**config.mk**
```make
export PLATFORM = sky130hd
export DESIGN_NAME = int_alu
export DESIGN_NICKNAME = d
export VERILOG_FILES = /design/src/rtl/int_alu_pkg.sv /design/src/rtl/int_alu_ctrl.sv /design/src/rtl/int_alu_datapath.sv /design/src/rtl/int_alu.sv
export SDC_FILE = /design/constraint.sdc
export NUM_CORES = 1
export LEC_CHECK = 0
export ABC_AREA = 1
export BUFFER_PORTS_ARGS = -buffer_cell sky130_fd_sc_hd__buf_4
export CAP_MARGIN = 20
export CORE_ASPECT_RATIO = 0.9
export CORE_MARGIN = 2
export CORE_UTILIZATION = 60
export DETAILED_ROUTE_END_ITERATION = 7
export GPL_TIMING_DRIVEN = 0
export PLACE_DENSITY = 0.9
export SLEW_MARGIN = 20
export SYNTH_ARGS = -nofsm -noshare
export SYNTH_HDL_FRONTEND = slang
export SYNTH_SLANG_ARGS = --single-unit
```
**constraint.sdc**
```tcl
create_clock -name vclk -period 9.3
set_input_delay 1.86 -clock vclk [all_inputs]
set_output_delay 1.86 -clock vclk [all_outputs]
set_load 0.02 [all_outputs]
```
**src/rtl/int_alu_pkg.sv**
```systemverilog
package int_alu_pkg;
  localparam int OPW = 3;

  localparam logic [OPW-1:0] OP_AND = 3'b000;
  localparam logic [OPW-1:0] OP_OR  = 3'b001;
  localparam logic [OPW-1:0] OP_ADD = 3'b010;
  localparam logic [OPW-1:0] OP_SUB = 3'b110;
  localparam logic [OPW-1:0] OP_SLT = 3'b111;

  typedef enum logic [2:0] {
    SEL_AND,
    SEL_OR,
    SEL_SUM,
    SEL_LESS,
    SEL_NONE
  } resSel_e;

  typedef struct packed {
    logic    bNegate;
    resSel_e resSel;
    logic    flagEn;
  } aluCtrl_t;
endpackage

```
**src/rtl/int_alu_ctrl.sv**
```systemverilog
module int_alu_ctrl
  import int_alu_pkg::*;
(
  input  logic [OPW-1:0] opSel,
  output aluCtrl_t       ctrl
);
  always_comb begin
    // The top select bit inverts B and supplies the adder carry-in.
    ctrl.bNegate = opSel[OPW-1];
    ctrl.flagEn  = 1'b0;
    case (opSel)
      OP_AND: ctrl.resSel = SEL_AND;
      OP_OR:  ctrl.resSel = SEL_OR;
      OP_ADD: begin ctrl.resSel = SEL_SUM; ctrl.flagEn = 1'b1; end
      OP_SUB: begin ctrl.resSel = SEL_SUM; ctrl.flagEn = 1'b1; end
      OP_SLT: ctrl.resSel = SEL_LESS;
      default: ctrl.resSel = SEL_NONE;
    endcase
  end
endmodule

```
**src/rtl/int_alu_datapath.sv**
```systemverilog
module int_alu_datapath
  import int_alu_pkg::*;
#(
  parameter int WIDTH = 32
) (
  input  aluCtrl_t          ctrl,
  input  logic [WIDTH-1:0]  opA,
  input  logic [WIDTH-1:0]  opB,
  output logic [WIDTH-1:0]  result,
  output logic              zeroFlag,
  output logic              overflowFlag,
  output logic              carryOut
);
  localparam int MSB = WIDTH - 1;

  logic [WIDTH-1:0] bEff;
  logic [WIDTH:0]   sumWide;
  logic [WIDTH-1:0] sum;
  logic             adderCarry;
  logic             ovfRaw;
  logic             lessBit;

  always_comb begin
    bEff       = ctrl.bNegate ? ~opB : opB;
    sumWide    = {1'b0, opA} + {1'b0, bEff} + {{WIDTH{1'b0}}, ctrl.bNegate};
    sum        = sumWide[WIDTH-1:0];
    adderCarry = sumWide[WIDTH];
    // Overflow: both adder inputs share a sign that the sum does not.
    ovfRaw     = (opA[MSB] == bEff[MSB]) && (sum[MSB] != opA[MSB]);
    // Correct the sign with the overflow so that the comparison survives it.
    lessBit    = sum[MSB] ^ ovfRaw;
  end

  always_comb begin
    case (ctrl.resSel)
      SEL_AND:  result = opA & opB;
      SEL_OR:   result = opA | opB;
      SEL_SUM:  result = sum;
      SEL_LESS: result = {{(WIDTH-1){1'b0}}, lessBit};
      default:  result = '0;
    endcase
    zeroFlag     = ~|result;
    overflowFlag = ctrl.flagEn & ovfRaw;
    carryOut     = ctrl.flagEn & adderCarry;
  end

  always_comb begin

    if (ctrl.flagEn && !ctrl.bNegate && (opA[MSB] != opB[MSB]))
      opposite_sign_add_chk: assert (!overflowFlag)
        else $error("overflow flagged on opposite-sign add");

    if (ctrl.flagEn && ctrl.bNegate && (opA[MSB] == opB[MSB]))
      same_sign_sub_chk: assert (!overflowFlag)
        else $error("overflow flagged on same-sign subtract");

    if (ctrl.resSel == SEL_LESS)
      less_shape_chk: assert (result[WIDTH-1:1] == '0)
        else $error("compare result has upper bits set");
  end
endmodule

```
**src/rtl/int_alu.sv**
```systemverilog
module int_alu
  import int_alu_pkg::*;
#(
  parameter int WIDTH = 32
) (
  input  logic [OPW-1:0]   opSel,
  input  logic [WIDTH-1:0] opA,
  input  logic [WIDTH-1:0] opB,
  output logic [WIDTH-1:0] result,
  output logic             zeroFlag,
  output logic             overflowFlag,
  output logic             carryOut
);
  aluCtrl_t ctrl;

  int_alu_ctrl u_ctrl (
    .opSel (opSel),
    .ctrl  (ctrl)
  );

  int_alu_datapath #(.WIDTH(WIDTH)) u_dp (
    .ctrl         (ctrl),
    .opA          (opA),
    .opB          (opB),
    .result       (result),
    .zeroFlag     (zeroFlag),
    .overflowFlag (overflowFlag),
    .carryOut     (carryOut)
  );

  always_comb begin

    if (opSel == OP_ADD)
      add_exact_chk: assert ({carryOut, result} == ({1'b0, opA} + {1'b0, opB}))
        else $error("add result or carry wrong");

    if (opSel == OP_SUB)
      sub_equal_chk: assert (zeroFlag == (opA == opB))
        else $error("zero flag disagrees with equality on subtract");

    if (opSel == 3'b011 || opSel == 3'b100 || opSel == 3'b101)
      unused_quiet_chk: assert (result == '0 && !overflowFlag && !carryOut)
        else $error("unused select produced output");

    if (opSel == OP_AND || opSel == OP_OR || opSel == OP_SLT)
      logic_flags_chk: assert (!overflowFlag && !carryOut)
        else $error("flags raised on non-adder operation");
  end
endmodule

```
After elaboration in Yosys (flattened, before gate mapping). Index checks and enable logic that the tools add are counted. W data, S select, Z words.

Output and inout bits: 35. Flip-flop bits (word level): 0.

Bitwise gates (word level): 6. Reductions and logical operators: 6. Add/sub/neg operators: 2. Multiplexer cells: 4. Equal/unequal tests: 9.

Operator list (count): $pmux W32 S4 (1); $add A32 B32 Y33 (1); $add A33 B1 Y33 (1); $and A32 B32 Y32 (1); $mux W32 (1); $not A32 Y32 (1); $or A32 B32 Y32 (1); $reduce_or A32 Y1 (1); $pmux W3 S4 (1); $eq A3 B2 Y1 const B (3); $eq A3 B1 Y1 const B (2); $eq A3 B3 Y1 const B (2); $logic_not A3 Y1 (2); $and A1 B1 Y1 (2); $reduce_or A2 Y1 (1); $eq A1 B1 Y1 (1); $logic_and A1 B1 Y1 (1); $logic_not A1 Y1 (1); $mux W1 (1); $ne A1 B1 Y1 (1); $xor A1 B1 Y1 (1).

Longest topological paths before layout. Gate-level depths: netlist (run 1).

Depth after elaboration: 10. Mapped depth: 20. Gate-level depth less buffers: 20.

Cells and area by module. A second synthesis (run 1) with hierarchy kept.

Cell total of the unflattened synthesis: 770. Area total of the unflattened synthesis: 3936.3 um^2.

Modules (own cells, without submodules): int_alu_datapath (instances 1, area each 3881.2 um^2, cells an instance 759); int_alu_ctrl (instances 1, area each 55.1 um^2, cells an instance 11).

Least setup slack after synthesis (run 1). No wires, ideal clock.

Path kind: input to output. Start point: input port opSel[2]. End point: output port zeroFlag. Arrival: 4.440 ns. Cell stages on the path: 17. Path slack: 3.000 ns. Cells stage by stage: buf_4 -> clkbuf_1 -> xor2_1 -> ha_1 -> nand2_1 -> nand2_1 -> o21bai_4 -> nand2_1 -> nand2_1 -> or2_0 -> nand3_1 -> nand3_1 -> nor2_1 -> nand2_1 -> nor2_1 -> nand2_1 -> nor2_1.

Elaborated cells between the ends (all ways): 21. Those cells by class: add/sub (2); eq/ne (9); mux (3); bitwise (1); reduce/logical (6).

RTL lines: start, declared (RTL line int_alu.sv:6) `input logic [OPW-1:0] opSel,`; branches (longest 4 deep; another with $add A32 B32 Y33); $pmux W32 S4 * (RTL line int_alu_datapath.sv:35) `case (ctrl.resSel)`; named net result[8] (RTL line int_alu.sv:9) `output logic [WIDTH-1:0] result,`; $reduce_or A32 Y1 * (RTL line int_alu_datapath.sv:42) `zeroFlag = ~|result;`; $logic_not A1 Y1 * (RTL line int_alu_datapath.sv:42); end, declared (RTL line int_alu.sv:10) `output logic zeroFlag,`.

Mark *: on every way through the listed nets, which the timed path passes.

Worst setup path in the final report (run 1).
Start point: input port opSel[2]. End point: output port zeroFlag.

Word-level cells in the longest chain between the ends: 9. Elaborated cells between the ends (all ways): 21. Those cells by class: add/sub (2); eq/ne (9); mux (3); bitwise (1); reduce/logical (6).

Ends and longest elaborated chain: $mux W32 (RTL line int_alu_datapath.sv:24) `bEff = ctrl.bNegate ? ~opB : opB;`; $add A32 B32 Y33 (RTL line int_alu_datapath.sv:25) `sumWide = {1'b0, opA} + {1'b0, bEff} + {{WIDTH{1'b0}}, ctrl.bNegate};`; $add A33 B1 Y33 (RTL line int_alu_datapath.sv:25); $ne A1 B1 Y1 (RTL line int_alu_datapath.sv:29) `ovfRaw = (opA[MSB] == bEff[MSB]) && (sum[MSB] != opA[MSB]);`; $logic_and A1 B1 Y1 (RTL line int_alu_datapath.sv:29); $xor A1 B1 Y1 (RTL line int_alu_datapath.sv:31) `lessBit = sum[MSB] ^ ovfRaw;`; $pmux W32 S4 * (RTL line int_alu_datapath.sv:35); $reduce_or A32 Y1 * (RTL line int_alu_datapath.sv:42); $logic_not A1 Y1 * (RTL line int_alu_datapath.sv:42).

Mark *: on every way between the ends. The rest lies on a longest branch, timed or not.

==> results.sh, run 1 <==
export IMPL_antenna_found_initial=0
export IMPL_die_h_um=79.0
export IMPL_critPathMaxFanout=10
export IMPL_fin_crit_ps=7020
export IMPL_setup_tns_ps=0
export IMPL_final_net_count=940
export IMPL_postSynthAreaPerCell_um2=5.08
export IMPL_outcome="finished, final reports clean"
export IMPL_ir_worst_vdd_mv=0.0532
export IMPL_diodes=0
export IMPL_detail_route_antenna_nets=0
export IMPL_viasPerCell=5.62
export IMPL_p_per_area_nw_per_um2=84.2
export IMPL_finalPower_uw=386
export IMPL_p_seq_share_pct=0
export IMPL_slew_headroom_pct=33.1
export IMPL_worst_pin_slew_ps=1000
export IMPL_ys_seq_area_share_pct=0
export IMPL_yosysUniqueCellTypes=36
export IMPL_max_freq_mhz=142
export IMPL_comb_power_share_pct=100.0
export IMPL_critPathLaunchType="input pin"
export IMPL_dpl_hpwl_um=11200
export IMPL_cp_required_ps=7440
export IMPL_hold_buffers=0
export IMPL_synthesis_nets=838
export IMPL_drt_iter0_drc=410
export IMPL_overflow=0
export IMPL_grt_pass1_vias=4580
export IMPL_regArea_um2=0
export IMPL_rsz0062_at_grt="false"
export IMPL_io_pins=102
export IMPL_critPathArrivalTime_ps=5160
export IMPL_portBuffers=100
export IMPL_gp_congestion=1.04
export IMPL_setup_violations=0
export IMPL_die_w_um=87.3
export IMPL_p_sw_uw=245
export IMPL_start_util_pct=61.6
export IMPL_min_path_type="input pin to output port"
export IMPL_synth_warnings=0
export IMPL_slew_viol_final=0
export IMPL_vias=5114
export IMPL_final_cell_mix="nand2_1 (260), inv_1 (123), buf_4 (101)"
export IMPL_leakage_uw=0.00272
export IMPL_wirelength_um=13400
export IMPL_routedWlPerCell_um=14.7
export IMPL_final_common_cell="nand2_1"
export IMPL_synth_cells=738
export IMPL_grt_pass1_wl_um=20800
export IMPL_fin_util_pct=75.4
export IMPL_drt_pass1_iter_count=5
export IMPL_flops_and_latches=0
export IMPL_fillCellCount=551
export IMPL_timing_final_crit_share_pct=75.5
export IMPL_area_delta_synth_final_pct=22.4
export IMPL_dieArea_um2=6890
export IMPL_hold_violations=0
export IMPL_fp_coreArea_um2=6080
export IMPL_post_route_drc_count=0
export IMPL_grt_max_degree=11
export IMPL_num_rows=27
export IMPL_ctsResizeCount=0
export IMPL_pwr_share_clk_pct=0
export IMPL_drive_above_1_share_pct=18.7
export IMPL_grt_usage_pct=37.5
export IMPL_synth_area_um2=3750
export IMPL_sw_frac_of_total_pct=63.4
export IMPL_cts_setup_buffers=0
export IMPL_maxCapViolCount=0
export IMPL_p_int_uw=142
export IMPL_critPathKind="input pin to output port"
export IMPL_end_kind="output port"
export IMPL_nClkBuffers=0
[area by class of cell]
class	instances	area, um^2	share of cell area (%)
inverter	129	484	10.6
buffer	13	58.8	1.28
multi-input combinational	596	3200	69.8
timing repair buffer	100	751	16.4
tap	72	90.1	1.96
[worst paths after layout]
check / from / end / slack (ps) / cells past startpoint
max: opSel[2] / zeroFlag / 2280 / 18
min: opA[0] / result[0] / 4110 / 4
[per-stage QoR]
step,setup slack [ps],area (um^2),hold WS [ps],std cells
global route,2110,4590,4130,910
global placement,2500,4590,4100,910
floorplan,3000,3750,3930,738
detailed placement,2390,4590,4090,910
CTS,2380,4590,4100,910
finish,2280,4590,4110,910
[synth_stat cells (all sizes together), types with 6 or more instances]
| master | number | area [um^2] |
|---|---|---|
| nand3 | 59 | 325 |
| o21ai | 26 | 130 |
| ha | 32 | 400 |
| xor2 | 31 | 272 |
| maj3 | 16 | 160 |
| clkbuf | 6 | 22.5 |
| nand2 | 278 | 1090 |
| nand4 | 11 | 68.8 |
| inv | 127 | 477 |
| buf | 7 | 36.3 |
| nor2 | 79 | 357 |
| a21oi | 35 | 183 |
[power groups by stage]
| stage | Sequential (uW) | Clock [uW] | Combinational [uW] |
|---|---|---|---|
| 3_5_place_dp | 0 | 0 | 376 |
| 2_1_floorplan | 0 | 0 | 258 |
| 5_1_grt | 0 | 0 | 423 |
| 6_report | 0 | 0 | 386 |
| 4_1_cts | 0 | 0 | 377 |
| 3_3_place_gp | 0 | 0 | 365 |
[metal layers]
| layer | up-vias | global-route usage, % | part of all wire, % |
|---|---|---|---|
| li1 | 2512 | - | - |
| met1 | 2310 | 51.0 | 42 |
| met2 | 268 | 63.9 | 45 |
| met3 | 24 | 4.05 | 10 |
| met4 | 0 | 7.38 | 1.8 |
| met5 | - | 0 | 0 |
[logic make-up (layout without fill, tap and decap cells)]
group                      count (synthesis)  count (layout)  share of synthesized area (%)
adders and majority gates                 49              49                           15.5
AOI/OAI and AO/OA                         75              75                           11.2
buffers and inverters                    142             242                           14.5
and+or+nand+nor                          439             439                           51.1
xor gates and xnor gates                  33              33                           7.72
[worst max-delay path: stages]
cell,delay [ps]
buf_4,130
clkbuf_1,760
xor2_1,160
ha_1,390
nand2_2,130
inv_1,40
a21oi_1,310
nand3_2,170
nand2_1,200
nand3_1,120
nand2_1,80
nor2_1,60
nor2_2,100
nand2_1,70
nor2_1,160
nand3_1,140
nor2_1,120
buf_4,150
(Power assumes the default switching activity.)
==> run 2, diff against run 1 <==
--- a/config.mk
+++ b/config.mk
@@ -10,10 +10,10 @@
 export CAP_MARGIN = 20
 export CORE_ASPECT_RATIO = 0.9
 export CORE_MARGIN = 2
-export CORE_UTILIZATION = 60
+export CORE_UTILIZATION = 57
 export DETAILED_ROUTE_END_ITERATION = 7
 export GPL_TIMING_DRIVEN = 0
-export PLACE_DENSITY = 0.9
+export PLACE_DENSITY = 0.86
 export SLEW_MARGIN = 20
 export SYNTH_ARGS = -nofsm -noshare
 export SYNTH_HDL_FRONTEND = slang
==> constraint.sdc (replaced) <==
create_clock -name vclk -period 7.34
set_input_delay 1.468 -clock vclk [all_inputs]
set_output_delay 1.468 -clock vclk [all_outputs]
set_load 0.02 [all_outputs]
==> results.sh, run 2 (synthesized netlist as in run 1, its figures left out) <==
export IMPL_fin_util_pct=71.1
export IMPL_vias=4966
export IMPL_grt_pass1_wl_um=20500
export IMPL_start_util_pct=57.8
export IMPL_rsz0062_at_grt="false"
export IMPL_end_kind="output port"
export IMPL_dieArea_um2=7240
export IMPL_dpl_cell_count=928
export IMPL_min_path_type="input pin to output port"
export IMPL_hold_violations=0
export IMPL_gp_congestion=0.969
export IMPL_ir_worst_vdd_mv=0.0586
export IMPL_regArea_um2=0
export IMPL_grt_busiest_layer="met2"
export IMPL_final_cell_mix="nand2_1 (260), inv_1 (123), buf_4 (101)"
export IMPL_met1_usage_pct=50.2
export IMPL_slew_headroom_pct=35.2
export IMPL_fillCellCount=632
export IMPL_p_seq_share_pct=0
export IMPL_diodes=0
export IMPL_p_per_area_nw_per_um2=106
export IMPL_cp_required_ps=5870
export IMPL_num_rows=28
export IMPL_grt_max_degree=11
export IMPL_p_sw_uw=309
export IMPL_sw_frac_of_total_pct=63.3
export IMPL_grt_usage_pct=36.4
export IMPL_timing_final_crit_share_pct=85.8
export IMPL_setup_violations=0
export IMPL_hold_slack_ps=3320
export IMPL_critPathArrivalTime_ps=4830
export IMPL_dpl_hpwl_um=11400
export IMPL_drive_above_1_share_pct=18.7
export IMPL_overflow=0
export IMPL_setup_slack_ps=1040
export IMPL_critPathKind="input pin to output port"
export IMPL_viasPerCell=5.35
export IMPL_wirelength_um=13400
export IMPL_die_w_um=89.5
export IMPL_drt_pass1_iter_count=6
export IMPL_detail_route_antenna_nets=0
export IMPL_final_common_cell="nand2_1"
export IMPL_critPathMaxFanout=10
export IMPL_antenna_found_initial=0
export IMPL_final_net_count=940
export IMPL_portBuffers=100
export IMPL_hold_start="opA[0]"
export IMPL_leakage_uw=0.00272
export IMPL_worst_pin_slew_ps=972
export IMPL_hold_buffers=0
export IMPL_nClkBuffers=0
export IMPL_fin_crit_ps=6300
export IMPL_grt_pass1_vias=4346
export IMPL_die_h_um=80.9
export IMPL_startpoint="opSel[2]"
export IMPL_routedWlPerCell_um=14.5
export IMPL_outcome="finished, final reports clean"
export IMPL_setup_tns_ps=0
export IMPL_use_met3_pct=3.76
export IMPL_comb_power_share_pct=100.0
export IMPL_max_freq_mhz=159
export IMPL_finalNonFillerCells=928
export IMPL_drt_iter0_drc=438
export IMPL_post_route_drc_count=0
export IMPL_cts_setup_buffers=0
export IMPL_grt_use_met2_pct=60.7
export IMPL_critPathLaunchType="input pin"
export IMPL_p_int_uw=179
export IMPL_area_delta_synth_final_pct=23.0
export IMPL_flops_and_latches=0
export IMPL_dp_slack_ps=1210
export IMPL_maxCapViolCount=0
export IMPL_ctsResizeCount=0
export IMPL_io_pins=102
export IMPL_fp_coreArea_um2=6480
export IMPL_slew_viol_final=0
export IMPL_pwr_share_clk_pct=0
==> run 2: power groups by stage <==
stage | combinational (uW) | clock, uW | sequential (uW)
4_1_cts | 479 | 0 | 0
3_5_place_dp | 477 | 0 | 0
5_1_grt | 540 | 0 | 0
6_report | 488 | 0 | 0
2_1_floorplan | 326 | 0 | 0
3_3_place_gp | 465 | 0 | 0
==> run 2: final timing paths <==
path	depth (start not counted)	endpoint
min	4	result[0]
max	17	zeroFlag
==> run 2: area by class of cell <==
| class | instances | area [um^2] | area share, % |
|---|---|---|---|
| timing repair buffer | 100 | 751 | 16.3 |
| buffer | 13 | 58.8 | 1.28 |
| inverter | 129 | 484 | 10.5 |
| tap | 90 | 113 | 2.44 |
| multi-input combinational | 596 | 3200 | 69.5 |
==> run 2: worst max-delay path, stage by stage <==
cell and delay, ps:
buf_4 120, clkbuf_1 730, xor2_1 150, ha_1 490
nand2_1 140, nor2_1 250, nand2_1 120, nor3_1 150
nand2_1 180, a21oi_2 180, nor2_1 70, nor2_2 120
nand2_1 70, nor2_1 140, nand3_1 140, nor2_1 140
buf_4 160
==> run 2: metal layers <==
metal  part of all wire, %  wire (um)
met3                   8.4       1130
met2                    46       6150
met1                    44       5900
met4                   1.9        254
met5                     0          0
==> run 2: stage by stage <==
stage | cell area, um^2 | power [uW]
2_1_floorplan | 3750 | 326
3_3_place_gp | 4610 | 465
3_5_place_dp | 4610 | 477
4_1_cts | 4610 | 479
5_1_grt | 4610 | 540
6_report | 4610 | 488
==> run 3, diff against run 2 <==
--- a/config.mk
+++ b/config.mk
@@ -5,15 +5,14 @@
 export SDC_FILE = /design/constraint.sdc
 export NUM_CORES = 1
 export LEC_CHECK = 0
-export ABC_AREA = 1
 export BUFFER_PORTS_ARGS = -buffer_cell sky130_fd_sc_hd__buf_4
 export CAP_MARGIN = 20
 export CORE_ASPECT_RATIO = 0.9
 export CORE_MARGIN = 2
-export CORE_UTILIZATION = 57
+export CORE_UTILIZATION = 54
 export DETAILED_ROUTE_END_ITERATION = 7
 export GPL_TIMING_DRIVEN = 0
-export PLACE_DENSITY = 0.86
+export PLACE_DENSITY = 0.85
 export SLEW_MARGIN = 20
 export SYNTH_ARGS = -nofsm -noshare
 export SYNTH_HDL_FRONTEND = slang
==> results.sh, run 3 <==
export IMPL_crit_top_cell="o21ai_0"
export IMPL_fin_util_pct=72.1
export IMPL_nClkBuffers=0
export IMPL_critPathLaunchType="input pin"
export IMPL_maxCapViolCount=0
export IMPL_dieArea_um2=6050
export IMPL_hold_slack_ps=3420
export IMPL_worst_pin_slew_ps=717
export IMPL_wirelength_um=10700
export IMPL_sw_frac_of_total_pct=57.3
export IMPL_num_rows=25
export IMPL_yosysUniqueCellTypes=57
export IMPL_portBuffers=101
export IMPL_post_route_drc_count=0
export IMPL_gp_congestion=0.978
export IMPL_leakage_uw=0.00174
export IMPL_drt_pass1_iter_count=5
export IMPL_end_kind="output port"
export IMPL_io_pins=102
export IMPL_drt_iter0_drc=428
export IMPL_min_path_type="input pin to output port"
export IMPL_timing_final_crit_share_pct=96.5
export IMPL_synth_largest_area_cell="ha_1"
export IMPL_grt_max_degree=11
export IMPL_hold_start="opA[31]"
export IMPL_regArea_um2=0
export IMPL_comb_power_share_pct=100.0
export IMPL_synth_most_common_cell="nand2_1"
export IMPL_critPathKind="input pin to output port"
export IMPL_startpoint="opSel[2]"
export IMPL_antenna_found_initial=0
export IMPL_synth_area_um2=2940
export IMPL_fp_coreArea_um2=5260
export IMPL_ys_seq_area_share_pct=0
export IMPL_critPathMaxStageDelay_ps=520
export IMPL_hold_depth=4
export IMPL_die_h_um=74.0
export IMPL_critPathArrivalTime_ps=5610
export IMPL_p_int_uw=192
export IMPL_flops_and_latches=0
export IMPL_p_per_area_nw_per_um2=119
export IMPL_start_util_pct=56.0
export IMPL_cp_required_ps=5870
export IMPL_critPathMaxFanout=10
export IMPL_slew_viol_final=0
export IMPL_die_w_um=81.8
export IMPL_viasPerCell=6.47
export IMPL_synthesis_nets=521
export IMPL_diodes=0
export IMPL_ir_worst_vdd_mv=0.0723
export IMPL_setup_violations=0
export IMPL_crit_chain="buf_6, clkbuf_2, xor2_1, ha_1, clkbuf_1, nand2_1, o21ai_0, nand2b_1, o21ai_0, a31oi_1, a41oi_1, o2111a_1, a211o_1, or4_1, nor3_2, buf_4"
export IMPL_fin_crit_ps=7080
export IMPL_synth_cells=421
export IMPL_vias=3808
export IMPL_synth_top_cell_area_share_pct=13.6
export IMPL_outcome="finished, final reports clean"
export IMPL_max_freq_mhz=141
export IMPL_rsz0062_at_grt="false"
export IMPL_synth_common_cells="nand2_1 (45), a21oi_1 (42), o21ai_0 (40), xor2_1 (40), ha_1 (32)"
export IMPL_overflow=0
export IMPL_p_seq_share_pct=0
export IMPL_routedWlPerCell_um=18.2
export IMPL_p_sw_uw=258
export IMPL_grt_pass1_wl_um=16600
export IMPL_setup_tns_ps=0
export IMPL_grt_pass1_vias=3498
export IMPL_area_delta_synth_final_pct=28.8
export IMPL_final_net_count=624
export IMPL_slew_headroom_pct=52.2
export IMPL_crit_slowest_cell="or4_1"
export IMPL_drive_above_1_share_pct=22.6
export IMPL_detail_route_antenna_nets=0
export IMPL_dpl_hpwl_um=8470
export IMPL_synth_area_leaders="ha_1 (14%), xor2_1 (12%), maj3_1 (9.5%), a21oi_1 (7.1%), o21ai_0 (6.8%)"
export IMPL_postSynthAreaPerCell_um2=6.99
export IMPL_final_cell_mix="buf_4 (101), nand2_1 (45), a21oi_1 (42)"
export IMPL_final_common_cell="buf_4"
export IMPL_grt_usage_pct=34.6
export IMPL_hold_violations=0
export IMPL_pwr_share_clk_pct=0
export IMPL_hold_buffers=0
export IMPL_synth_warnings=0
[run 3: cell types whose count changed after synthesis, moves of 10 or more]
| cell | previous run | this run |
|---|---|---|
| a21o_1 | 1 | 15 |
| clkbuf_1 | 6 | 16 |
| nor2_2 | 18 | 0 |
| maj3_1 | 16 | 28 |
| xnor2_1 | 2 | 16 |
| o21ai_0 | 24 | 40 |
| nand2_2 | 18 | 0 |
| nand3_1 | 53 | 2 |
| nand2_1 | 260 | 45 |
| inv_1 | 123 | 8 |
| nor2_1 | 59 | 23 |
[run 3: logic make-up (layout without fill, tap and decap cells)]
group,count (synthesis),after routing,share of synthesized area (%)
AO/OA/AOI/OAI,154,154,34.8
XOR/XNOR,56,56,16.7
adder cells (fa/ha/maj),61,61,23.8
buffers and inverters,28,129,3.87
multiplexers,2,2,0.808
AND/OR/NAND/NOR,120,120,20.0
[run 3: routing by layer]
layer | up-vias | global-route usage [%] | part of all wire, %
met5 | - | 0 | 0
met1 | 1769 | 46.0 | 42
met3 | 27 | 3.52 | 9.3
met4 | 0 | 9.63 | 2.2
li1 | 1795 | - | -
met2 | 217 | 59.4 | 46
[run 3: path summary, 6_finish.rpt]
kind / end / slack (ps)
max: zeroFlag / 260
min: overflowFlag / 3420
[run 3: layout make-up]
| type | count | area (um^2) |
|---|---|---|
| Buffer | 20 | 87.6 |
| Fill cell | 471 | 1470 |
| Inverter | 8 | 30.0 |
| Multi-Input combinational cell | 393 | 2830 |
| Tap cell | 67 | 83.8 |
| Timing Repair Buffer | 101 | 758 |
[run 3: worst max-delay path: cells and delay by family]
family	cells	cell delay, ps
fa+ha+maj	1	280
xor+xnor	1	230
simple gates	4	970
compound gates	6	1800
buf+inv	4	870
[run 3: metrics by stage]
step / setup WS, ps / total power (uW) / instances / instance area (um^2)
3_5_place_dp: 80.4 / 438 / 589 / 3780
5_1_grt: 103 / 487 / 589 / 3790
6_report: 259 / 451 / 589 / 3790
4_1_cts: 84.5 / 440 / 589 / 3780
3_3_place_gp: 80.8 / 430 / 589 / 3780
2_1_floorplan: 548 / 297 / 421 / 2940
[run 3: power groups by stage]
stage                     Clock [uW]  Sequential, uW  Combinational [uW]
final                              0               0                 451
after global routing               0               0                 487
after CTS                          0               0                 440
after detailed placement           0               0                 438
after global placement             0               0                 430
after floorplan                    0               0                 297
[run 3: what timing repair did]
item,4_1_cts,5_1_grt
resized for setup,0,8
endpoints found under the setup margin,0,1
buffers inserted,0,0
endpoints found under the hold margin,0,0
